==> config.mk <==
export PLATFORM = sky130hd
export DESIGN_NAME = dma_req_handshake
export DESIGN_NICKNAME = d
export VERILOG_FILES = /design/src/rtl/dma_req_handshake.sv
export SDC_FILE = /design/constraint.sdc
export NUM_CORES = 1
export LEC_CHECK = 0
export BUFFER_PORTS_ARGS = -buffer_cell sky130_fd_sc_hd__buf_2
export CORE_MARGIN = 1
export CORE_UTILIZATION = 44
export DETAILED_ROUTE_END_ITERATION = 8
export GPL_TIMING_DRIVEN = 1
export HOLD_SLACK_MARGIN = 0.03
export PLACE_DENSITY = 0.86
export SLEW_MARGIN = 20
export SYNTH_ARGS = -nofsm -noshare
export SYNTH_HDL_FRONTEND = slang
export SYNTH_SLANG_ARGS = --single-unit
export TNS_END_PERCENT = 100
==> constraint.sdc <==
create_clock -name clk -period 3 [get_ports clk]
set_input_delay 0.45 -clock clk [delete_from_list [all_inputs] [get_ports clk]]
set_output_delay 0.45 -clock clk [all_outputs]
set_load 0.01 [all_outputs]
==> src/rtl/dma_req_handshake.sv <==
module dma_req_handshake #(
  parameter int NSLOT = 16,
  localparam int SW = (NSLOT > 1) ? $clog2(NSLOT) : 1
) (
  input  logic             clk,
  input  logic             rst_n,
  input  logic [NSLOT-1:0] burst_req_i,
  input  logic [NSLOT-1:0] burst_last_req_i,
  input  logic [NSLOT-1:0] single_req_i,
  input  logic [NSLOT-1:0] single_last_req_i,
  output logic             cmd_valid_o,
  output logic [SW-1:0]    cmd_slot_o,
  output logic             cmd_burst_o,
  output logic             cmd_last_o,
  input  logic             cmd_ack_i,
  input  logic             cmd_err_i,
  output logic [NSLOT-1:0] clr_o,
  output logic [NSLOT-1:0] tc_o,
  input  logic [NSLOT-1:0] tc_ien_i,
  input  logic [NSLOT-1:0] err_ien_i,
  input  logic [NSLOT-1:0] tc_w1c_i,
  input  logic [NSLOT-1:0] err_w1c_i,
  output logic [NSLOT-1:0] tc_status_o,
  output logic [NSLOT-1:0] err_status_o,
  output logic             int_tc_o,
  output logic             int_err_o,
  output logic             int_o
);

  typedef enum logic [1:0] {S_IDLE, S_CMD, S_RESP} state_t;

  state_t           st;
  logic [NSLOT-1:0] rb, rbl, rs, rsl, rearm_wait;
  logic [SW-1:0]    slot_q;
  logic             burst_q, last_q, err_q;
  logic [NSLOT-1:0] tc_st, err_st;

  logic [NSLOT-1:0] want_b, want_s, served;
  logic [SW-1:0]    pick;
  logic             found;

  assign want_b = (rb | rbl) & ~rearm_wait;
  assign want_s = (rs | rsl) & ~rearm_wait;

  always_comb begin
    pick  = '0;
    found = 1'b0;
    for (int i = NSLOT - 1; i >= 0; i--) begin
      if (want_b[i] || want_s[i]) begin
        pick  = SW'(i);
        found = 1'b1;
      end
    end
  end

  assign served = NSLOT'(1) << slot_q;

  always_ff @(posedge clk or negedge rst_n) begin
    if (!rst_n) begin
      rb <= '0; rbl <= '0; rs <= '0; rsl <= '0;
    end else begin
      rb  <= burst_req_i;
      rbl <= burst_last_req_i;
      rs  <= single_req_i;
      rsl <= single_last_req_i;
    end
  end

  always_ff @(posedge clk or negedge rst_n) begin
    if (!rst_n) begin
      st      <= S_IDLE;
      slot_q  <= '0;
      burst_q <= 1'b0;
      last_q  <= 1'b0;
      err_q   <= 1'b0;
    end else begin
      case (st)
        S_IDLE: if (found) begin
          st      <= S_CMD;
          slot_q  <= pick;
          burst_q <= want_b[pick];
          last_q  <= want_b[pick] ? rbl[pick] : rsl[pick];
        end
        S_CMD: if (cmd_ack_i) begin
          st    <= S_RESP;
          err_q <= cmd_err_i;
        end
        default: st <= S_IDLE;
      endcase
    end
  end

  always_ff @(posedge clk or negedge rst_n) begin
    if (!rst_n) rearm_wait <= '0;
    else        rearm_wait <= (rearm_wait & (rb | rbl | rs | rsl)) | clr_o;
  end

  always_ff @(posedge clk or negedge rst_n) begin
    if (!rst_n) begin
      tc_st  <= '0;
      err_st <= '0;
    end else begin
      tc_st  <= (tc_st & ~tc_w1c_i)   | ((st == S_RESP && last_q) ? served : '0);
      err_st <= (err_st & ~err_w1c_i) | ((st == S_RESP && err_q)  ? served : '0);
    end
  end

  assign cmd_valid_o  = (st == S_CMD);
  assign cmd_slot_o   = slot_q;
  assign cmd_burst_o  = burst_q;
  assign cmd_last_o   = last_q;
  assign clr_o        = (st == S_RESP) ? served : '0;
  assign tc_o         = (st == S_RESP && last_q) ? served : '0;
  assign tc_status_o  = tc_st;
  assign err_status_o = err_st;
  assign int_tc_o     = |(tc_st & tc_ien_i);
  assign int_err_o    = |(err_st & err_ien_i);
  assign int_o        = int_tc_o | int_err_o;

  assert_clr_onehot_R6: assert property (@(posedge clk) disable iff (!rst_n)
    $onehot0(clr_o));

  assert_clr_after_ack_R6: assert property (@(posedge clk) disable iff (!rst_n)
    cmd_valid_o && cmd_ack_i |=> clr_o == (NSLOT'(1) << $past(cmd_slot_o)));

  assert_cmd_hold_R5: assert property (@(posedge clk) disable iff (!rst_n)
    cmd_valid_o && !cmd_ack_i |=> cmd_valid_o && $stable(cmd_slot_o)
      && $stable(cmd_burst_o) && $stable(cmd_last_o));

  assert_tc_inside_clr_R7: assert property (@(posedge clk) disable iff (!rst_n)
    (tc_o & ~clr_o) == '0);

  assert_tc_sets_status_R10: assert property (@(posedge clk) disable iff (!rst_n)
    (|tc_o) |=> (tc_status_o & $past(tc_o)) == $past(tc_o));

  assert_no_cmd_after_clr_R8: assert property (@(posedge clk) disable iff (!rst_n)
    (|clr_o) |=> !cmd_valid_o);

endmodule

== After elaboration in Yosys (flattened, before gate mapping) ==
Index checks and enable logic that the tools add are counted.

* Output and inout bits: 74
* Input port bits: 132
* Logic and storage cells: 105
* Register bits after elaboration: 121

* Multiplexer cells: 45
* Shift operators: 1
* Bitwise gates (word level): 18
* Equality and inequality tests: 4
* Reductions and logical operators: 24
* Magnitude comparators: 1

{| class="wikitable"
|+ Operators with widths
! cell !! count
|-
| bitwise AND 16 bit || 7
|-
| OR 16 bit || 7
|-
| 2-to-1 mux 4 bit || 16
|-
| 2-to-1 mux 16 bit || 3
|-
| NOT 16 bit || 3
|-
| OR reduction 16 bit || 2
|-
| 2-to-1 mux 1 bit || 20
|-
| logical OR 1 bit || 16
|-
| << shifter 1 x 4 -> 16 bit (first input constant) || 1
|-
| binary-select mux 1 bit (select 4 bit) || 3
|-
| AND reduction 2 bit || 3
|-
| < comparator 4 x 5 -> 1 bit (second input constant) || 1
|-
| 2-to-1 mux 2 bit || 2
|-
| one-hot mux 2 bit (2 select lines) || 1
|-
| equality test 2 x 1 -> 1 bit (second input constant) || 1
|-
| equality test 2 bit (second input constant) || 1
|-
| logical AND 1 bit || 2
|-
| zero test 2 bit || 1
|-
| != test 2 x 1 -> 1 bit (second input constant) || 1
|-
| != test 2 bit (second input constant) || 1
|-
| OR 1 bit || 1
|}

== Logic depth before layout (Yosys ltp) ==
Gate-level depths: netlist (run 1).

* Depth in word-level cells: 22
* Mapped depth: 12
* Gate-level depth less buffers: 10

== Least setup slack after synthesis (run 1) ==
Ideal clock, no wire load.

* Kind: register to register
* Start point: register rbl[11]
* End point: register last_q, in the netlist cmd_last_o
* Period minus slack after synthesis: 2.867 ns
* Data arrival time: 2.741 ns
* Buffers on the path: 1
* Stages on the path, launching flop included: 12
* Path slack: 0.133 ns
* Path through: dfrtp_1 or4_4 a211oi_2 a211oi_1 o31ai_4 nand2_4 buf_2 mux2_1 o2111ai_1 o31a_1 a31oi_1 a221o_1

* Cells in the longest elaborated chain, start to end: 18
* Elaborated cells between the ends (all ways): 35
* Classes of those cells: mux (31); bitwise (2); reduce/logical (2)

{| class="wikitable"
|+ RTL lines
! element !! RTL line !! text
|-
| start, declared || 33 || <nowiki>logic [NSLOT-1:0] rb, rbl, rs, rsl, rearm_wait;</nowiki>
|-
| start signal, assigned || 63 || <nowiki>rbl <= burst_last_req_i;</nowiki>
|-
| OR 16 bit || 42 || <nowiki>assign want_b = (rb | rbl) & ~rearm_wait;</nowiki>
|-
| bitwise AND 16 bit || 42 ||
|-
| logical OR 1 bit || 49 || <nowiki>if (want_b[i] || want_s[i]) begin</nowiki>
|-
| 2-to-1 mux 4 bit (12 in a row) || 49 ||
|-
| binary-select mux 1 bit (select 4 bit) || 82 || <nowiki>last_q <= want_b[pick] ? rbl[pick] : rsl[pick];</nowiki>
|-
| 2-to-1 mux 1 bit (implied by the code) || 82 ||
|-
| 2-to-1 mux 1 bit || 82 ||
|-
| end signal, assigned || 82 ||
|-
| end, declared || 35 || <nowiki>logic burst_q, last_q, err_q;</nowiki>
|}

Several ways; a longest one is shown, not always the timed one. The select of a mux whose other input is x is not followed.
A chain may end at the register's enable or synchronous reset.

== Worst setup path in the final report (run 1) ==
* Start point: register rs[11]
* End point: register last_q, in the netlist cmd_last_o

* Cells in the longest elaborated chain, start to end: 18
* Elaborated cells between the ends (all ways): 35
* Classes of those cells: mux (31); bitwise (2); reduce/logical (2)

{| class="wikitable"
|+ RTL lines
! element !! RTL line !! text
|-
| start, declared || 33 ||
|-
| start signal, assigned || 64 || <nowiki>rs <= single_req_i;</nowiki>
|-
| OR 16 bit (*) || 43 || <nowiki>assign want_s = (rs | rsl) & ~rearm_wait;</nowiki>
|-
| bitwise AND 16 bit (*) || 43 ||
|-
| logical OR 1 bit (*) || 49 ||
|-
| 2-to-1 mux 4 bit (12 in a row) || 49 ||
|-
| binary-select mux 1 bit (select 4 bit) || 82 ||
|-
| 2-to-1 mux 1 bit (implied by the code) || 82 ||
|-
| 2-to-1 mux 1 bit || 82 ||
|}

Mark *: on every way between the ends. The rest lies on a longest branch, timed or not. The select of a mux whose other input is x is not followed.

==> results of run 1 <==
-- cells in the mapped netlist, drive strengths merged (3+ instances only) --
library cell  number
clkbuf             6
nor2b              3
mux2i             21
mux2               4
or4                6
a21oi              3
o21ai              6
dfrtp            121
o31ai              3
and2              19
a22oi              8
a2bb2oi            3
nand3              5
a221oi             4
buf                3
a211oi             8
nand4              3
nor2              36
a22o               4
o22ai             19
inv               48
or2                5
nand2b             8
nor4              15
o211ai             4
nand2             16
o32ai              6
a21o              26
nor3              11
-- stage by stage --
| step | area, um2 | setup slack (ns) | util | instances |
|---|---|---|---|---|
| 2_1_floorplan | 5097 | 0.1329 | - | 450 |
| 3_3_place_gp | 6665 | -0.1293 | 0.6016 | 837 |
| 3_5_place_dp | 6665 | -0.1820 | 0.6016 | 837 |
| 4_1_cts | 7287 | 0.01421 | 0.6578 | 871 |
| 5_1_grt | 7335 | -0.1066 | 0.6621 | 871 |
| 6_report | 7335 | 0.05306 | 0.6621 | 871 |
-- final cells by class --
type / count / area, um2 / share of cell area
flip-flops and latches: 121 / 3028 / 0.4128
well taps: 140 / 175.2 / 0.02388
clock buffers: 21 / 460.4 / 0.06278
inverters: 48 / 180.2 / 0.02457
clock inverters: 9 / 100.1 / 0.01365
repair buffers: 260 / 1480 / 0.2018
multi-input cells: 272 / 1911 / 0.2605
-- timing repair --
item | in CTS | in global routing
buffers inserted | 4 | 0
endpoints found under the hold margin | 32 | 0
resized for setup | 8 | 10
endpoints found under the setup margin | 2 | 2
hold buffers | 1 | 0
pin swaps | 12 | 2
-- worst paths after layout --
check                                          from  cells after the start              end  slack, ns
worst min-delay path            burst_last_req_i[4]                      1           rbl[4]       0.14
max in group asynchronous                     rst_n                      3  err_status_o[3]       1.74
worst max register to register               rs[11]                     11       cmd_last_o       0.05
worst min register to register       rearm_wait[15]                      1   rearm_wait[15]       0.48
min in group asynchronous                     rst_n                      2  tc_status_o[12]       0.54
worst max-delay path                         rs[11]                     11       cmd_last_o       0.05
-- registers in the layout (all words and copies together) (netlist names), 2 cells and up --
signal,count
rb,16
cmd_slot_o,4
rbl,16
rs,16
st,2
tc_status_o,16
rsl,16
rearm_wait,16
err_status_o,16
-- power by group --
group          total [W]  switching (W)  internal (W)
clock network    0.00196       0.000712       0.00125
registers        0.00200       0.000214       0.00179
logic            0.00134       0.000696      0.000643
total            0.00530        0.00162       0.00368
-- per-layer routing --
layer,global-route usage,wire [um],up-vias
met5,0,0,-
met4,0.1029,371,0
met3,0.05276,897,31
met2,0.4739,7956,212
met1,0.3439,6675,2294
li1,-,-,2179
-- cells by family (layout without fill, tap and decap cells) --
| logic type | count (synthesis) | after routing | share of synthesized area |
|---|---|---|---|
| mux | 25 | 25 | 0.05007 |
| flops | 121 | 121 | 0.5940 |
| buf+inv | 57 | 338 | 0.04394 |
| simple gates | 131 | 131 | 0.1367 |
| compound gates | 116 | 116 | 0.1753 |
==> metrics, run 1 <==
# rows 38; root buf cell clkbuf_16; first-pass GRT wire length approximately 24000 um; area of the core 11080 um2; DR iter-0 viols 257; Synthesis Warnings 0; peak supply drop about 0.41 mV; number of antenna diodes 0; Mapped Nets 582; TritonCTS buffer count 17; # DRC 0; final wirelength 15900 um; Final period util 0.9823; ys flop type dfrtp_1; largest net degree at the start of global routing 65; CTS Buffer Depth 2; Initial Utilization 0.4601; kind of critical path reg -> reg; P&R area growth vs syn 43.89%; Clk Latency, worst-skew pair 0.41 ns; GPL Wtd Cong between 0.8 and 0.9; Worst path max stage delay 0.56 ns; max cap viols 0; share of the synthesized area in the top cell type 0.5940; Static Leak 3.903 nW; overall routing resource usage 0.2754; leading cell type in the layout, fill and taps excluded buf_2; worst min path class in -> reg; dpl hpwl 12320 um; #FFs+latches synth 121; Post-synth EDFFs 0; Ports 206; most frequent cells in the layout buf_2 (204), dfrtp_1 (121), buf_4 (50), inv_1 (48), nor2_1 (35); startpoint class of the critical path flip-flop; cell accounting for the most synthesized area dfrtp_1; Fillers 895; Fin Hold WS 0.1416 ns; Seq/Total Area, Yosys 0.5940; CTS tree built; Die Area 12020 um2; Critical Path, Cell by Cell or4_4, a211oi_2, a211oi_2, o31a_1, buf_6, or4_4, a32oi_2, nand2_1, nand4_1, a31oi_1, a221o_1; 1st-pass router iterations 5; vias in the first global route 4753; slew at the pin closest to its max-slew limit 0.5720 ns; fmax 0.3393 GHz; Tot Pwr roughly 0.0053 W; CP max stage cell or4_4; Synth Instances 450; initial antenna violation count 0; Post-Syn Area 5097 um2; cell family with most CP delay compound AO/OA/AOI/OAI gates; Async S/R FF share, synth 1.000; Worst Path Required 3.29 ns; CP Buf/Inv Count 1; Power Density 722.5 nW/um2; unrepaired setup endpoints after global routing yes; Clk pin slew, worst setup/hold paths 0.06 ns; Clock Skew 0.007213 ns; Final min period 2.947 ns; H-tree levels 4; port bufs approximately 200; via density per instance 5.414; Die X-Extent 109.6 um; GRT Residual Overflow 0; status finished clean; share of cells above drive strength 1 0.4268; Routed Antenna Nets 0; CP Max Fanout 4; CTS sink count 121; TNS Setup 0 ns; Synth area leaders dfrtp_1 (59%), mux2i_1 (4.1%), a21o_1 (3.8%); Worst slew margin 0.6187; Mapped Avg Cell Area 11.33 um2; Finish-stage setup viols 0; Final Hold Fails 0; Critical Path Sink Type flip-flop; routed len/inst ~18 um; nets@finish between 800 and 900; Max Slew Vio Count 0; Die H 109.6 um; Yosys cell types 57; CP arrival 3.24 ns; DR vias about 4700
(Power assumes the default switching activity.)
==> inputs of run 2 (changes only) <==
ABC_AREA = 1   (was default)
PLACE_DENSITY = 0.85   (was 0.86)
==> metrics, run 2 <==
status finished with violations; failing checks design-rule violations; Worst slew margin 0.5071 (-0.1116); port bufs 205 (unchanged); CP arrival 2.92 ns (-0.32 ns); Die H 112.3 um (+2.5%); footprint of the multi-input gates 1800 um2 (-5.8%); final wirelength 14970 um (-5.9%); most frequent cells in the layout buf_2 (204), dfrtp_1 (121), inv_1 (118), nand2_1 (108), nor2_1 (86); Worst path max stage delay 0.40 ns (-0.16 ns); worst min path class in -> reg; share of the synthesized area in the top cell type 0.5652 (-0.02885); Final period util 0.8723 (-0.1100); Worst Hold End rs[12]; DR vias 5030 (+6.7%); Mapped Avg Cell Area 8.518 um2 (-25%); Hold Crit Start single_req_i[12]; clock power share 0.388 (+0.018); Clock Skew 0.007842 ns (+0.0006285 ns); DR iter-0 viols 397 (+54%); dpl hpwl 11510 um (-6.6%); non-filler instance count after layout 1000 (+15%); Mapped Nets 761 (+31%); #FFs+latches synth 121 (unchanged); Critical R2R Capture cmd_last_o; 1st-pass router iterations 9 (+4); nets@finish 978 (+15%); fmax 0.3821 GHz (+13%); root buf cell clkbuf_16; ys flop type dfrtp_1; Final min period 2.617 ns (-0.3301 ns); Routed Antenna Nets 0 (unchanged); startpoint class of the critical path flip-flop; overall routing resource usage 0.2507 (-0.02472); hold path depth 1 (unchanged); CP Buf/Inv Count 0 (-1); largest net degree at the start of global routing 98 (+51%); Synth area leaders dfrtp_1 (57%), inv_1 (8.3%), nand2_1 (7.6%); # DRC 18 (+18); P&R area growth vs syn 33.72%; Most Used Layer, Global Route met2; GRT Residual Overflow 0 (unchanged); Final Hold Fails 0 (unchanged); M1 GR Usage 0.2864 (-0.05750); Max Slew Vio Count 0 (unchanged); CP Max Fanout 25 (+21); Clk Latency, worst-skew pair 0.41 ns (about the same); Flop pwr share 0.363 (-0.015); cell family with most CP delay simple AND/OR/NAND/NOR gates; Async S/R FF share, synth 1.000 (unchanged); leading cell type in the layout, fill and taps excluded buf_2; Initial Utilization 0.4594 (-0.0007383); Ports 206 (unchanged); most instantiated cells after synthesis dfrtp_1 (121), inv_1 (118), nand2_1 (108); Reg2Reg Depth 28 (+17); Die X-Extent 112.3 um (+2.5%); Fillers 1021 (+14%); GPL Wtd Cong 0.8733 (+1.8%); GR Util met2 0.4563 (-0.01763); most frequent cell after synthesis dfrtp_1; CP max stage cell dfrtp_1; Switching Power 0.001652 W (+1.8%); share of cells above drive strength 1 0.2940 (-0.1328); Post-synth EDFFs 0 (unchanged); Synth Instances 629 (+40%); Clk pin slew, worst setup/hold paths 0.06 ns (about the same); number of antenna diodes 0 (unchanged); # rows 39 (+2.6%); combinational fraction of design power 0.249 (-0.004); area of the core 11660 um2 (+5.3%); routed len/inst 14.97 um (-18%); Seq/Total Area, Yosys 0.5652 (-0.02885); placed instance area 6546 um2 (-1.8%); Reg2Reg Setup Slack 0.38 ns (+0.33 ns); TNS Setup 0 ns (unchanged); Static Leak 3.824 nW (-2.0%); via density per instance 5.030 (-7.1%); met3 Use GR 0.06371 (+0.01096); fin util 0.6143 (-0.04776); Worst Path Required 3.31 ns (+0.02 ns); vias in the first global route 4843 (+1.9%); Critical Path Sink Type flip-flop; Die Area 12620 um2 (+5.0%); slew at the pin closest to its max-slew limit 0.7375 ns (+0.1656 ns); most frequent CP cell nand2_1; Fin Hold WS 0.1442 ns (+0.002591 ns); Finish-stage setup viols 0 (unchanged); Placed Cells 969 (+16%); unrepaired setup endpoints after global routing no; sw frac 0.3165 (+0.01042); Synthesis Warnings 0 (unchanged); kind of critical path reg -> reg; Setup Fix Bufs, Post-CTS 0 (-4); first-pass GRT wire length 23810 um (-1.1%); peak supply drop 0.4844 mV (+19%); internal power 0.003567 W (-3.0%); H-tree levels 4 (unchanged); RR Startpoint rsl[14]; TritonCTS buffer count 17 (unchanged); max cap viols 0 (unchanged); Post-Syn Area 5358 um2 (+5.1%); Yosys cell types 30 (-47%); initial antenna violation count 0 (unchanged); cell accounting for the most synthesized area dfrtp_1; final instance area 7164 um2 (-2.3%); CTS sink count 121 (unchanged); Power Density 728.5 nW/um2 (+0.83%); register area 3028 um2 (unchanged); CTS Buffer Depth 2 (unchanged); CTS tree built
==> run 2: changes by cell type in the layout (fill, tap and decap cells not counted), moves of 26 or more <==
cell     previous run  this run
nand2_1            15       108
inv_1              48       118
nand3_1             5        70
nor2_1             35        86
buf_4              50         8
a21o_1             26         0
==> run 2: worst max path at each step <==
stage / endpoint / startpoint / depth (start not counted) / slack (ns)
after floorplan: cmd_last_o / rbl[14] / 29 / 0.92
after global placement: cmd_last_o / rsl[14] / 28 / 0.49
after detailed placement: cmd_last_o / rsl[14] / 26 / 0.40
after CTS: cmd_last_o / rsl[14] / 26 / 0.36
after global routing: cmd_last_o / rsl[14] / 26 / 0.03
final: cmd_last_o / rsl[14] / 28 / 0.38
==> run 2: timing repair <==
| action | CTS | global route |
|---|---|---|
| gates resized for setup | 0 | 1 |
| endpoints found under the hold margin | 24 | 0 |
| hold buffers | 1 | 0 |
| endpoints found under the setup margin | 0 | 1 |
==> run 2: final cells by class <==
cell class | instances | share of cell area
inverter | 119 | 0.06235
sequential | 121 | 0.4226
timing repair buffer | 214 | 0.1551
tap | 143 | 0.02497
clock buffer | 24 | 0.07143
multi-input combinational | 373 | 0.2513
clock inverter | 6 | 0.01222
==> run 2: power by group through the flow <==
stage | logic [W] | clock network [W] | registers [W]
2_1_floorplan | 0.000874 | 0 | 0.00190
3_3_place_gp | 0.00126 | 0 | 0.00191
3_5_place_dp | 0.00128 | 0 | 0.00192
4_1_cts | 0.00128 | 0.00206 | 0.00189
5_1_grt | 0.00146 | 0.00213 | 0.00192
6_report | 0.00130 | 0.00203 | 0.00190
==> run 2: kinds of logic after synthesis <==
family | count (synthesis) | synth area share
flops | 121 | 0.5652
simple gates | 289 | 0.2340
compound gates | 84 | 0.1004
buf+inv | 135 | 0.1004
==> run 2: layer usage <==
metal,vias up,routed length (um)
met2,208,7712
li1,2454,-
met1,2349,5952
met5,-,0
met3,19,1042
met4,0,262
==> run 2: worst register-to-register path: cells and delay by family, from the launching register on <==
family,cells,cell delay [ns]
and+or+nand+nor,28,2.12
DFF,1,0.40
==> run 2: metrics by stage <==
stage	setup slack (ns)	power, W
2_1_floorplan	0.9177	0.002775
3_3_place_gp	0.4865	0.003177
3_5_place_dp	0.3971	0.003195
4_1_cts	0.3605	0.005237
5_1_grt	0.03161	0.005512
6_report	0.3831	0.005219
